## src/rtl/csp_pkg.sv

```systemverilog
package csp_pkg;

   // bit positions inside the status byte (software decodes these)
   localparam int ST_RX_AVAIL = 7;
   localparam int ST_TX_READY = 6;
   localparam int ST_FRAME_ER = 5;
   localparam int ST_RX_OVR   = 4;
   localparam int ST_TX_OVR   = 3;
   localparam int ST_TX_EMPTY = 2;
   localparam int ST_PIN_RDY  = 1;
   localparam int ST_PIN_DOUT = 0;

   localparam int FRAME_BITS  = 10;   // start + 8 data + stop

   typedef enum logic [1:0] {
      RX_IDLE,
      RX_START,
      RX_DATA,
      RX_STOP
   } rx_state_t;

endpackage

```

## src/rtl/csp_tick_gen.sv

```systemverilog
module csp_tick_gen #(
   parameter int DIV = 4
) (
   input  logic clk,
   input  logic rst_n,
   output logic tick
);

   generate
      if (DIV == 1) begin : g_every_clk
         assign tick = 1'b1;
      end else begin : g_counter
         localparam int CW = $clog2(DIV);
         logic [CW-1:0] cnt;
         always_ff @(posedge clk or negedge rst_n) begin
            if (!rst_n) begin
               cnt <= '0;
            end else if (cnt == CW'(DIV - 1)) begin
               cnt <= '0;
            end else begin
               cnt <= cnt + 1'b1;
            end
         end
         assign tick = (cnt == CW'(DIV - 1));
      end
   endgenerate

endmodule

```

## src/rtl/csp_tx.sv

```systemverilog
module csp_tx
   import csp_pkg::*;
#(
   parameter int OS = 16
) (
   input  logic       clk,
   input  logic       rst_n,
   input  logic       tick,
   input  logic       load,
   input  logic [7:0] din,
   output logic       ready,
   output logic       empty,
   output logic       line
);

   localparam int CW = $clog2(OS);

   logic                  hold_vld;
   logic [7:0]            hold_q;
   logic                  busy;
   logic [FRAME_BITS-1:0] sh;
   logic [CW-1:0]         cnt;
   logic [3:0]            idx;

   always_ff @(posedge clk or negedge rst_n) begin
      if (!rst_n) begin
         hold_vld <= 1'b0;
         hold_q   <= '0;
         busy     <= 1'b0;
         sh       <= '1;
         cnt      <= '0;
         idx      <= '0;
      end else begin
         if (!busy && hold_vld) begin
            busy     <= 1'b1;
            sh       <= {1'b1, hold_q, 1'b0};
            cnt      <= '0;
            idx      <= '0;
            hold_vld <= 1'b0;
         end else if (busy && tick) begin
            if (cnt == CW'(OS - 1)) begin
               cnt <= '0;
               if (idx == 4'(FRAME_BITS - 1)) begin
                  busy <= 1'b0;
               end else begin
                  sh  <= {1'b1, sh[FRAME_BITS-1:1]};
                  idx <= idx + 1'b1;
               end
            end else begin
               cnt <= cnt + 1'b1;
            end
         end
         // the top only asserts load while the holding register is empty
         if (load) begin
            hold_vld <= 1'b1;
            hold_q   <= din;
         end
      end
   end

   assign ready = !hold_vld;
   assign empty = !hold_vld && !busy;
   assign line  = busy ? sh[0] : 1'b1;

endmodule

```

## src/rtl/csp_rx.sv

```systemverilog
module csp_rx
   import csp_pkg::*;
#(
   parameter int OS = 16
) (
   input  logic       clk,
   input  logic       rst_n,
   input  logic       tick,
   input  logic       rxd_async,
   output logic       done,
   output logic [7:0] dout,
   output logic       ferr
);

   localparam int CW   = $clog2(OS);
   localparam int HALF = OS / 2;

   logic          s1, s2;
   rx_state_t     st;
   logic [CW-1:0] cnt;
   logic [2:0]    idx;
   logic [7:0]    sh;

   always_ff @(posedge clk or negedge rst_n) begin
      if (!rst_n) begin
         s1 <= 1'b1;
         s2 <= 1'b1;
      end else begin
         s1 <= rxd_async;
         s2 <= s1;
      end
   end

   always_ff @(posedge clk or negedge rst_n) begin
      if (!rst_n) begin
         st   <= RX_IDLE;
         cnt  <= '0;
         idx  <= '0;
         sh   <= '0;
         done <= 1'b0;
         dout <= '0;
         ferr <= 1'b0;
      end else begin
         done <= 1'b0;
         if (tick) begin
            case (st)
               RX_IDLE: begin
                  if (!s2) begin
                     st  <= RX_START;
                     cnt <= '0;
                  end
               end
               RX_START: begin
                  if (cnt == CW'(HALF - 1)) begin
                     cnt <= '0;
                     idx <= '0;
                     st  <= s2 ? RX_IDLE : RX_DATA;
                  end else begin
                     cnt <= cnt + 1'b1;
                  end
               end
               RX_DATA: begin
                  if (cnt == CW'(OS - 1)) begin
                     cnt <= '0;
                     sh  <= {s2, sh[7:1]};
                     if (idx == 3'd7) begin
                        st <= RX_STOP;
                     end else begin
                        idx <= idx + 1'b1;
                     end
                  end else begin
                     cnt <= cnt + 1'b1;
                  end
               end
               RX_STOP: begin
                  if (cnt == CW'(OS - 1)) begin
                     cnt  <= '0;
                     done <= 1'b1;
                     dout <= sh;
                     ferr <= !s2;
                     st   <= RX_IDLE;
                  end else begin
                     cnt <= cnt + 1'b1;
                  end
               end
               default: st <= RX_IDLE;
            endcase
         end
      end
   end

endmodule

```

## src/rtl/cl_serial_port.sv

```systemverilog
module cl_serial_port
   import csp_pkg::*;
#(
   parameter int              ADDR_W        = 4,
   parameter int              DATA_ADDR     = 6,
   parameter int              CLKS_PER_TICK = 4,
   parameter int              OVERSAMPLE    = 16,
   parameter int              CTL_W         = 6,
   parameter logic [CTL_W-1:0] CTL_INV      = 6'b101100
) (
   input  logic              clk,
   input  logic              rst_n,
   input  logic [ADDR_W-1:0] addr,
   input  logic              wr_en,
   input  logic              rd_en,
   input  logic [7:0]        wdata,
   output logic [7:0]        rdata,
   input  logic              ser_rx,
   output logic              ser_tx,
   input  logic              pin_rdy,
   input  logic              pin_dout,
   output logic [CTL_W-1:0]  ctl_pins
);

   localparam int STAT_ADDR = DATA_ADDR + 1;

   // elaboration-time parameter checks
   generate
      if (OVERSAMPLE < 4 || (OVERSAMPLE % 2) != 0) begin : g_bad_os
         $error("OVERSAMPLE must be even and at least 4");
      end
      if (CLKS_PER_TICK < 1) begin : g_bad_div
         $error("CLKS_PER_TICK must be at least 1");
      end
      if (CTL_W < 1 || CTL_W > 6) begin : g_bad_ctl
         $error("CTL_W must lie in 1..6; bits 7:6 are not control bits");
      end
      if (STAT_ADDR >= (1 << ADDR_W)) begin : g_bad_addr
         $error("DATA_ADDR+1 does not fit in ADDR_W bits");
      end
   endgenerate

   logic hit_data, hit_stat;
   logic wr_data, rd_data, wr_ctl;

   assign hit_data = (addr == ADDR_W'(DATA_ADDR));
   assign hit_stat = (addr == ADDR_W'(STAT_ADDR));
   assign wr_data  = wr_en && hit_data;
   assign rd_data  = rd_en && hit_data;
   assign wr_ctl   = wr_en && hit_stat;

   logic tick;
   csp_tick_gen #(.DIV(CLKS_PER_TICK)) u_tick (
      .clk   (clk),
      .rst_n (rst_n),
      .tick  (tick)
   );

   logic tx_ready, tx_empty, tx_load;
   assign tx_load = wr_data && tx_ready;

   csp_tx #(.OS(OVERSAMPLE)) u_tx (
      .clk   (clk),
      .rst_n (rst_n),
      .tick  (tick),
      .load  (tx_load),
      .din   (wdata),
      .ready (tx_ready),
      .empty (tx_empty),
      .line  (ser_tx)
   );

   logic       rx_done, rx_fe;
   logic [7:0] rx_byte;

   csp_rx #(.OS(OVERSAMPLE)) u_rx (
      .clk       (clk),
      .rst_n     (rst_n),
      .tick      (tick),
      .rxd_async (ser_rx),
      .done      (rx_done),
      .dout      (rx_byte),
      .ferr      (rx_fe)
   );

   logic [7:0]       rx_data;
   logic             rx_avail, ferr_q, rovr_q, txovr_q;
   logic [CTL_W-1:0] ctl_q;

   always_ff @(posedge clk or negedge rst_n) begin
      if (!rst_n) begin
         rx_data  <= '0;
         rx_avail <= 1'b0;
         ferr_q   <= 1'b0;
         rovr_q   <= 1'b0;
         txovr_q  <= 1'b0;
         ctl_q    <= '0;
      end else begin
         if (rd_data) begin
            rx_avail <= 1'b0;
            ferr_q   <= 1'b0;
            rovr_q   <= 1'b0;
         end
         if (rx_done) begin
            rx_data  <= rx_byte;
            rx_avail <= 1'b1;
            if (rx_fe) begin
               ferr_q <= 1'b1;
            end
            if (rx_avail && !rd_data) begin
               rovr_q <= 1'b1;
            end
         end
         if (wr_data) begin
            txovr_q <= !tx_ready;
         end
         if (wr_ctl) begin
            ctl_q <= wdata[CTL_W-1:0];
         end
      end
   end

   logic unused_wdata_hi;
   assign unused_wdata_hi = ^wdata[7:CTL_W];

   // per-bit output polarity chosen by CTL_INV
   generate
      for (genvar i = 0; i < CTL_W; i++) begin : g_pol
         if (CTL_INV[i]) begin : g_inv
            assign ctl_pins[i] = ~ctl_q[i];
         end else begin : g_dir
            assign ctl_pins[i] = ctl_q[i];
         end
      end
   endgenerate

   logic [7:0] status;
   always_comb begin
      status              = '0;
      status[ST_RX_AVAIL] = rx_avail;
      status[ST_TX_READY] = tx_ready;
      status[ST_FRAME_ER] = ferr_q;
      status[ST_RX_OVR]   = rovr_q;
      status[ST_TX_OVR]   = txovr_q;
      status[ST_TX_EMPTY] = tx_empty;
      status[ST_PIN_RDY]  = pin_rdy;
      status[ST_PIN_DOUT] = pin_dout;
   end

   always_comb begin
      if (hit_data) begin
         rdata = rx_data;
      end else if (hit_stat) begin
         rdata = status;
      end else begin
         rdata = '0;
      end
   end

endmodule

```

## config.mk

```make
export PLATFORM = sky130hd
export DESIGN_NAME = cl_serial_port
export DESIGN_NICKNAME = d
export VERILOG_FILES = /design/src/rtl/csp_pkg.sv /design/src/rtl/csp_tick_gen.sv /design/src/rtl/csp_tx.sv /design/src/rtl/csp_rx.sv /design/src/rtl/cl_serial_port.sv
export SDC_FILE = /design/constraint.sdc
export NUM_CORES = 1
export LEC_CHECK = 0
export BUFFER_PORTS_ARGS = -buffer_cell sky130_fd_sc_hd__buf_4
export CORE_MARGIN = 2
export CORE_UTILIZATION = 45
export CTS_CLUSTER_SIZE = 25
export DETAILED_ROUTE_END_ITERATION = 16
export GPL_TIMING_DRIVEN = 0
export PLACE_DENSITY = 0.72
export RECOVER_POWER = 25
export SYNTH_ARGS = -nofsm -noshare
export SYNTH_HDL_FRONTEND = slang
export SYNTH_SLANG_ARGS = --single-unit
```

## constraint.sdc

```tcl
create_clock -name clk -period 2.6 [get_ports clk]
set_clock_uncertainty 0.2 [all_clocks]
set_input_delay 0 -clock clk [delete_from_list [all_inputs] [get_ports clk]]
set_output_delay 0 -clock clk [all_outputs]
set_load 0.02 [all_outputs]
```

* Word level (Yosys, flattened, before mapping)
Cells that the tools add are included.
** Word-level totals
- Logic and storage cells :: 122
- Bits in registers :: 77
** Cells by class
- Bitwise logic cells :: 3
- Equal/unequal tests :: 18
- Mux-type cells :: 47
- Reduce and logical (&&, ||, !) cells :: 27
- $add $sub $neg :: 5
** Operator list (count)
- two-way mux 10 bit :: 4
- two-way mux 4 bit :: 10
- two-way mux 1 bit :: 18
- two-way mux 8 bit :: 2
- two-way mux 2 bit :: 7
- adder 4 x 1 -> 4 bit, second input constant :: 3
- == test 4 x 3 -> 1 bit, second input constant :: 3
- == test 4 bit, second input constant :: 3
- one-hot mux 4 bit (3 select lines) :: 1
- AND reduction 3 bit :: 4
- nonzero test 2 bit :: 6
- != test 2 x 1 -> 1 bit, second input constant :: 5
- two-way mux 3 bit :: 3
- logical AND 1 bit :: 8
- one-hot mux 2 bit (4 select lines) :: 1
- == test 2 bit, second input constant :: 3
- one-hot mux 3 bit (2 select lines) :: 1
- AND reduction 6 bit :: 1
- AND reduction 5 bit :: 1
- zero test 1 bit :: 4
- != test 2 bit, second input constant :: 2
- adder 3 x 1 -> 3 bit, second input constant :: 1
- == test 3 bit, second input constant :: 1
- inverter 1 bit :: 3
- 5 further kinds :: 5

* Depth between registers and ports, before layout
- Word-level depth :: 6
- Gate-level depth with buffers :: 6
- Depth with buffers taken out :: 5

* Cells and area by module
Synthesis repeated with hierarchy kept, for this count alone.
** Second synthesis, totals
- Cells, all modules :: 279
- Area total of the unflattened synthesis :: 3617.2 um^2
** By module, submodules not included
- csp_tx :: times used 1, area each 1363.8 um^2, cells an instance 119
- csp_rx :: times used 1, area each 1335.0 um^2, cells an instance 96
- cl_serial_port :: times used 1, area each 852.1 um^2, cells an instance 60
- csp_tick_gen :: times used 1, area each 66.3 um^2, cells an instance 4

* Worst setup path after synthesis
OpenSTA, ideal clock, no wires.
- Kind :: register to register
- Start point :: reg u_rx.idx[0]
- End point :: reg u_rx.idx[1]
- Clock period less this slack :: 1916 ps
- Slack :: 684 ps
- Arrival time :: 1591 ps
- Buffers on the path :: 0
- Data required time :: 2275 ps
- Setup time :: 125 ps
- Cell stages (with the launch flop) :: 5
- Path through :: dfrtp_1 -> ha_1 -> ha_1 -> or4b_4 -> mux2_4
** Between the ends
- Longest elaborated chain between the ends :: 4
- Elaborated cells on any way between the ends :: 7
- Those cells by class :: add/sub (1); eq/ne (2); mux (3); reduce/logical (1)
** RTL lines
- start: declaration :: RTL line csp_rx.sv:21 : logic [2:0] idx;
- start signal: assignment :: RTL line csp_rx.sv:69 : idx <= idx + 1'b1;
- adder 3 x 1 -> 3 bit :: RTL line csp_rx.sv:69
- two-way mux 3 bit :: RTL line csp_rx.sv:66 : if (idx == 3'd7) begin
- two-way mux 3 bit :: RTL line csp_rx.sv:63 : if (cnt == CW'(OS - 1)) begin
- one-hot mux 3 bit (2 select lines) :: RTL line csp_rx.sv:46 : case (st)
Parallel ways exist; a longest one is shown, timed or not. The select of a mux whose other input is x is not followed.
A chain may end at the register's enable or synchronous reset.

* Final worst setup path
- Start point :: reg u_tick.g_counter.cnt[0]
- End point :: reg u_rx.sh[1]
** Between the ends
- Longest elaborated chain between the ends :: 2
** RTL lines
- start: declaration :: RTL line csp_tick_gen.sv:14 : logic [CW-1:0] cnt;
- start signal: assignment :: RTL line csp_tick_gen.sv:21 : cnt <= cnt + 1'b1;
- == test 2 bit :: RTL line csp_tick_gen.sv:24 : assign tick = (cnt == CW'(DIV - 1));
- AND reduction 3 bit (no source line)
- end signal: assignment :: RTL line csp_rx.sv:65 : sh <= {s2, sh[7:1]};
- end: declaration :: RTL line csp_rx.sv:22 : logic [7:0] sh;
Every way passes these cells.

==> results.toml <==
[status]
status = "completed"

[route]
wirelength_microns = 6680
viasPerCell = 5.34
drt_iter0_markers = 117
drcViolationCount = 0
dr.pass1.iters = 4
ant_nets = 0
avgRoutedWirePerCell_microns = 14.9
num_vias = 2399

[yosys]
synth_edf_count = 0
syn_area_per_cell_sq_um = 12.2
synth_cell_type_count = 49
syn_area_sq_mm = 0.00347
netlist_instances = 285
syn_nets = 311
synth-seq-cells = 76
seq_area_frac_synth_pct = 55.1
ys.warnings.count = 0
ys.flop_type = "dfrtp_1"
async_flop_share_pct = 100

[layout]
instances_no_fill = 449
synthToLayoutAreaGrowth_pct = 19.9
nNetsFinal = 368
num_antenna_cells = 0
utilization_pct = 54.8
drive_above_1_share_pct = 32.0

[sta]
finalWorstSetupSlack_ps = 461
setup_tns_ps = 0
timing.slew.headroom_pct = 37.4
min_period_ps = 2140
max_freq_ghz = 0.467
rsz0062_at_grt = "false"
final-hold-violation-count = 0
setup_viol = 0
worstMarginPinSlew_ps = 940
slew_violations = 0
fin_crit_sh_pct = 82.3

[global_route]
grt_pass1_wl_microns = 11700
grt_overflow_total = 0
grt_pass1_vias = 2380
grt_usage_pct = 17.4
antenna_found_initial = 0
grt_max_degree = 77

[setup_path]
cp.arrival_ps = 2180
critPathSlowestCell = "nor3b_2"
cp_slowest_stage_delay_ps = 630
critPathBufInv = 1
crit_path_max_fanout = 8
worstSetupPathType = "register to register"
critPathCaptureType = "register"
path_delay_family = "simple AND/OR/NAND/NOR gates"
cp_data_required_time_ps = 2640
cp-start-kind = "register"
crit_chain = "ha_1 -> clkbuf_1 -> nor3b_2 -> mux2_2"

[pwr]
power_density_mw_per_mm2 = 651
vdd_drop_max_uv = 444
p_leak_nw = 1.91

[place]
port_buffers = 33
place_hpwl_microns = 4480
dp.cells = 420
dp_slack_ps = 480
gp_congestion = 0.810

[floorplan]
die_h_microns = 91.9
core_sq_mm = 0.00761
initial_core_util_pct = 45.7
die-area_sq_mm = 0.00844
die_w_microns = 91.9
pin_count = 34
std_cell_rows = 32

[clocking]
clk_pin_slew_ps = 80
ctsRootBufferMaster = "clkbuf_8"
post_cts_buffers = 0
cts_tree = "built"
clock_latency_ps = 350
clockBufferDepth = 2
numClockSinks = 76
cts_max_level = 3
numCtsBuffers = 9

[run]
cap_violations = 0

[worst_hold_path]
min_path_type = "input pin to register"
[tightest hold or removal path, delay by kind of cell]
kind | cells | cell delay, ps
buf+inv | 1 | 70
simple gates | 3 | 480
[registers in the layout, indices dropped and copies added, names as in the netlist, named ones only]
register,flops
u_tx.sh,9
rx_avail,1
u_tx.busy,1
u_rx.dout,8
u_rx.st,1
u_rx.s1,1
u_tx.hold_vld,1
u_tx.cnt,4
u_rx.s2,1
ctl_q,6
txovr_q,1
u_rx.sh,8
rovr_q,1
rx_data,8
u_tx.hold_q,8
u_tx.idx,4
u_rx.done,1
u_rx.cnt,4
u_rx.ferr,1
ferr_q,1
u_tick.g_counter.cnt,2
u_rx.idx,3
[worst paths after layout]
kind	start	to	slack (ps)	cells after the start
worst max-delay path	u_tick.g_counter.cnt[0]	u_rx.sh[1]	460	4
worst min-delay path	addr[3]	rovr_q	40	4
worst max register to register	u_tick.g_counter.cnt[0]	u_rx.sh[1]	460	4
worst min register to register	u_rx.s1	u_rx.s2	160	0
max in group asynchronous	rst_n	ctl_q[0]	1460	2
min in group asynchronous	rst_n	u_rx.idx[0]	130	2
[layout make-up]
cell class / instances / area (sq um)
plain buffers: 19 / 87.6
fillers: 653 / 3440
flip-flops and latches: 76 / 1920
inverters: 7 / 26.3
repair buffers: 46 / 355
multi-input cells: 183 / 1450
well taps: 102 / 128
clock buffers: 10 / 138
clock inverters: 6 / 71.3
[power by group]
part	leakage (nW)	internal, W	switching (W)
clock network	0.0991	0.000475	0.000443
registers	0.960	0.00130	0.0000834
logic	0.852	0.000188	0.000221
total	1.91	0.00196	0.000747
[cell families (layout without fill, tap and decap cells)]
family,after synthesis,after routing,share of synthesized area [%]
AO/OA/AOI/OAI,48,48,9.58
XOR/XNOR,1,1,0.252
adder cells (fa/ha/maj),7,7,2.52
buffers and inverters,26,88,3.28
flip-flops,76,76,55.1
multiplexers,56,56,17.9
AND/OR/NAND/NOR,71,71,11.4
[layout by cell type, fill, tap and decap left out, drive strengths merged, types with 2 or more instances in the layout]
| master | n |
|---|---|
| a21boi | 3 |
| a21o | 2 |
| a21oi | 4 |
| a22o | 3 |
| a31oi | 9 |
| and2 | 2 |
| and3 | 2 |
| buf | 33 |
| clkbuf | 29 |
| clkinv | 2 |
| clkinvlp | 2 |
| dfrtp | 65 |
| dfstp | 11 |
| dlygate4sd3 | 13 |
| ha | 7 |
| inv | 8 |
| mux2 | 42 |
| mux2i | 14 |
| nand2 | 12 |
| nand2b | 3 |
| nand3 | 3 |
| nand3b | 2 |
| nand4 | 12 |
| nor2 | 23 |
| nor3 | 2 |
| o21ai | 7 |
| o31a | 2 |
| o31ai | 12 |
[synth_stat cells, types with 2 or more instances]
cell	count	area, sq um
mux2i_1	14	140
a21oi_1	4	20.0
mux2_4	2	30.0
dfstp_2	11	289
ha_1	7	87.6
nand3b_1	2	15.0
and2_1	2	12.5
nand3_1	3	15.0
nand2b_1	3	18.8
nand4_1	11	68.8
mux2_2	40	450
a21o_1	2	15.0
nand2_1	12	45.0
o31ai_1	12	90.1
buf_4	3	22.5
nor3_1	2	10.0
o31a_1	2	17.5
buf_2	3	15.0
inv_1	7	26.3
a21boi_0	3	22.5
dfrtp_1	65	1630
nor2_1	22	82.6
a22o_1	3	26.3
o21ai_0	7	35.0
a31oi_1	9	56.3
clkbuf_1	11	41.3
[per-layer routing]
layer,global-route usage [%],up-vias,part of all wire (%)
met2,27.7,39,51
li1,-,1144,-
met4,6.34,0,1.7
met3,4.60,11,3.3
met1,22.9,1205,44
met5,0,-,0
[per-stage QoR]
stage	total power [W]	area [sq um]	hold WS [ps]
2_1_floorplan	0.00167	3470	-496
3_3_place_gp	0.00180	3850	-91.1
3_5_place_dp	0.00182	3850	-89.9
4_1_cts	0.00277	4190	25.5
5_1_grt	0.00285	4170	48.4
6_report	0.00271	4170	41.3
[repair_timing]
action	CTS	global route
hold buffers	13	0
endpoints found under the setup margin	0	0
gates resized for setup	0	0
endpoints found under the hold margin	84	0
Note: power is estimated with default switching activity, not from simulation.
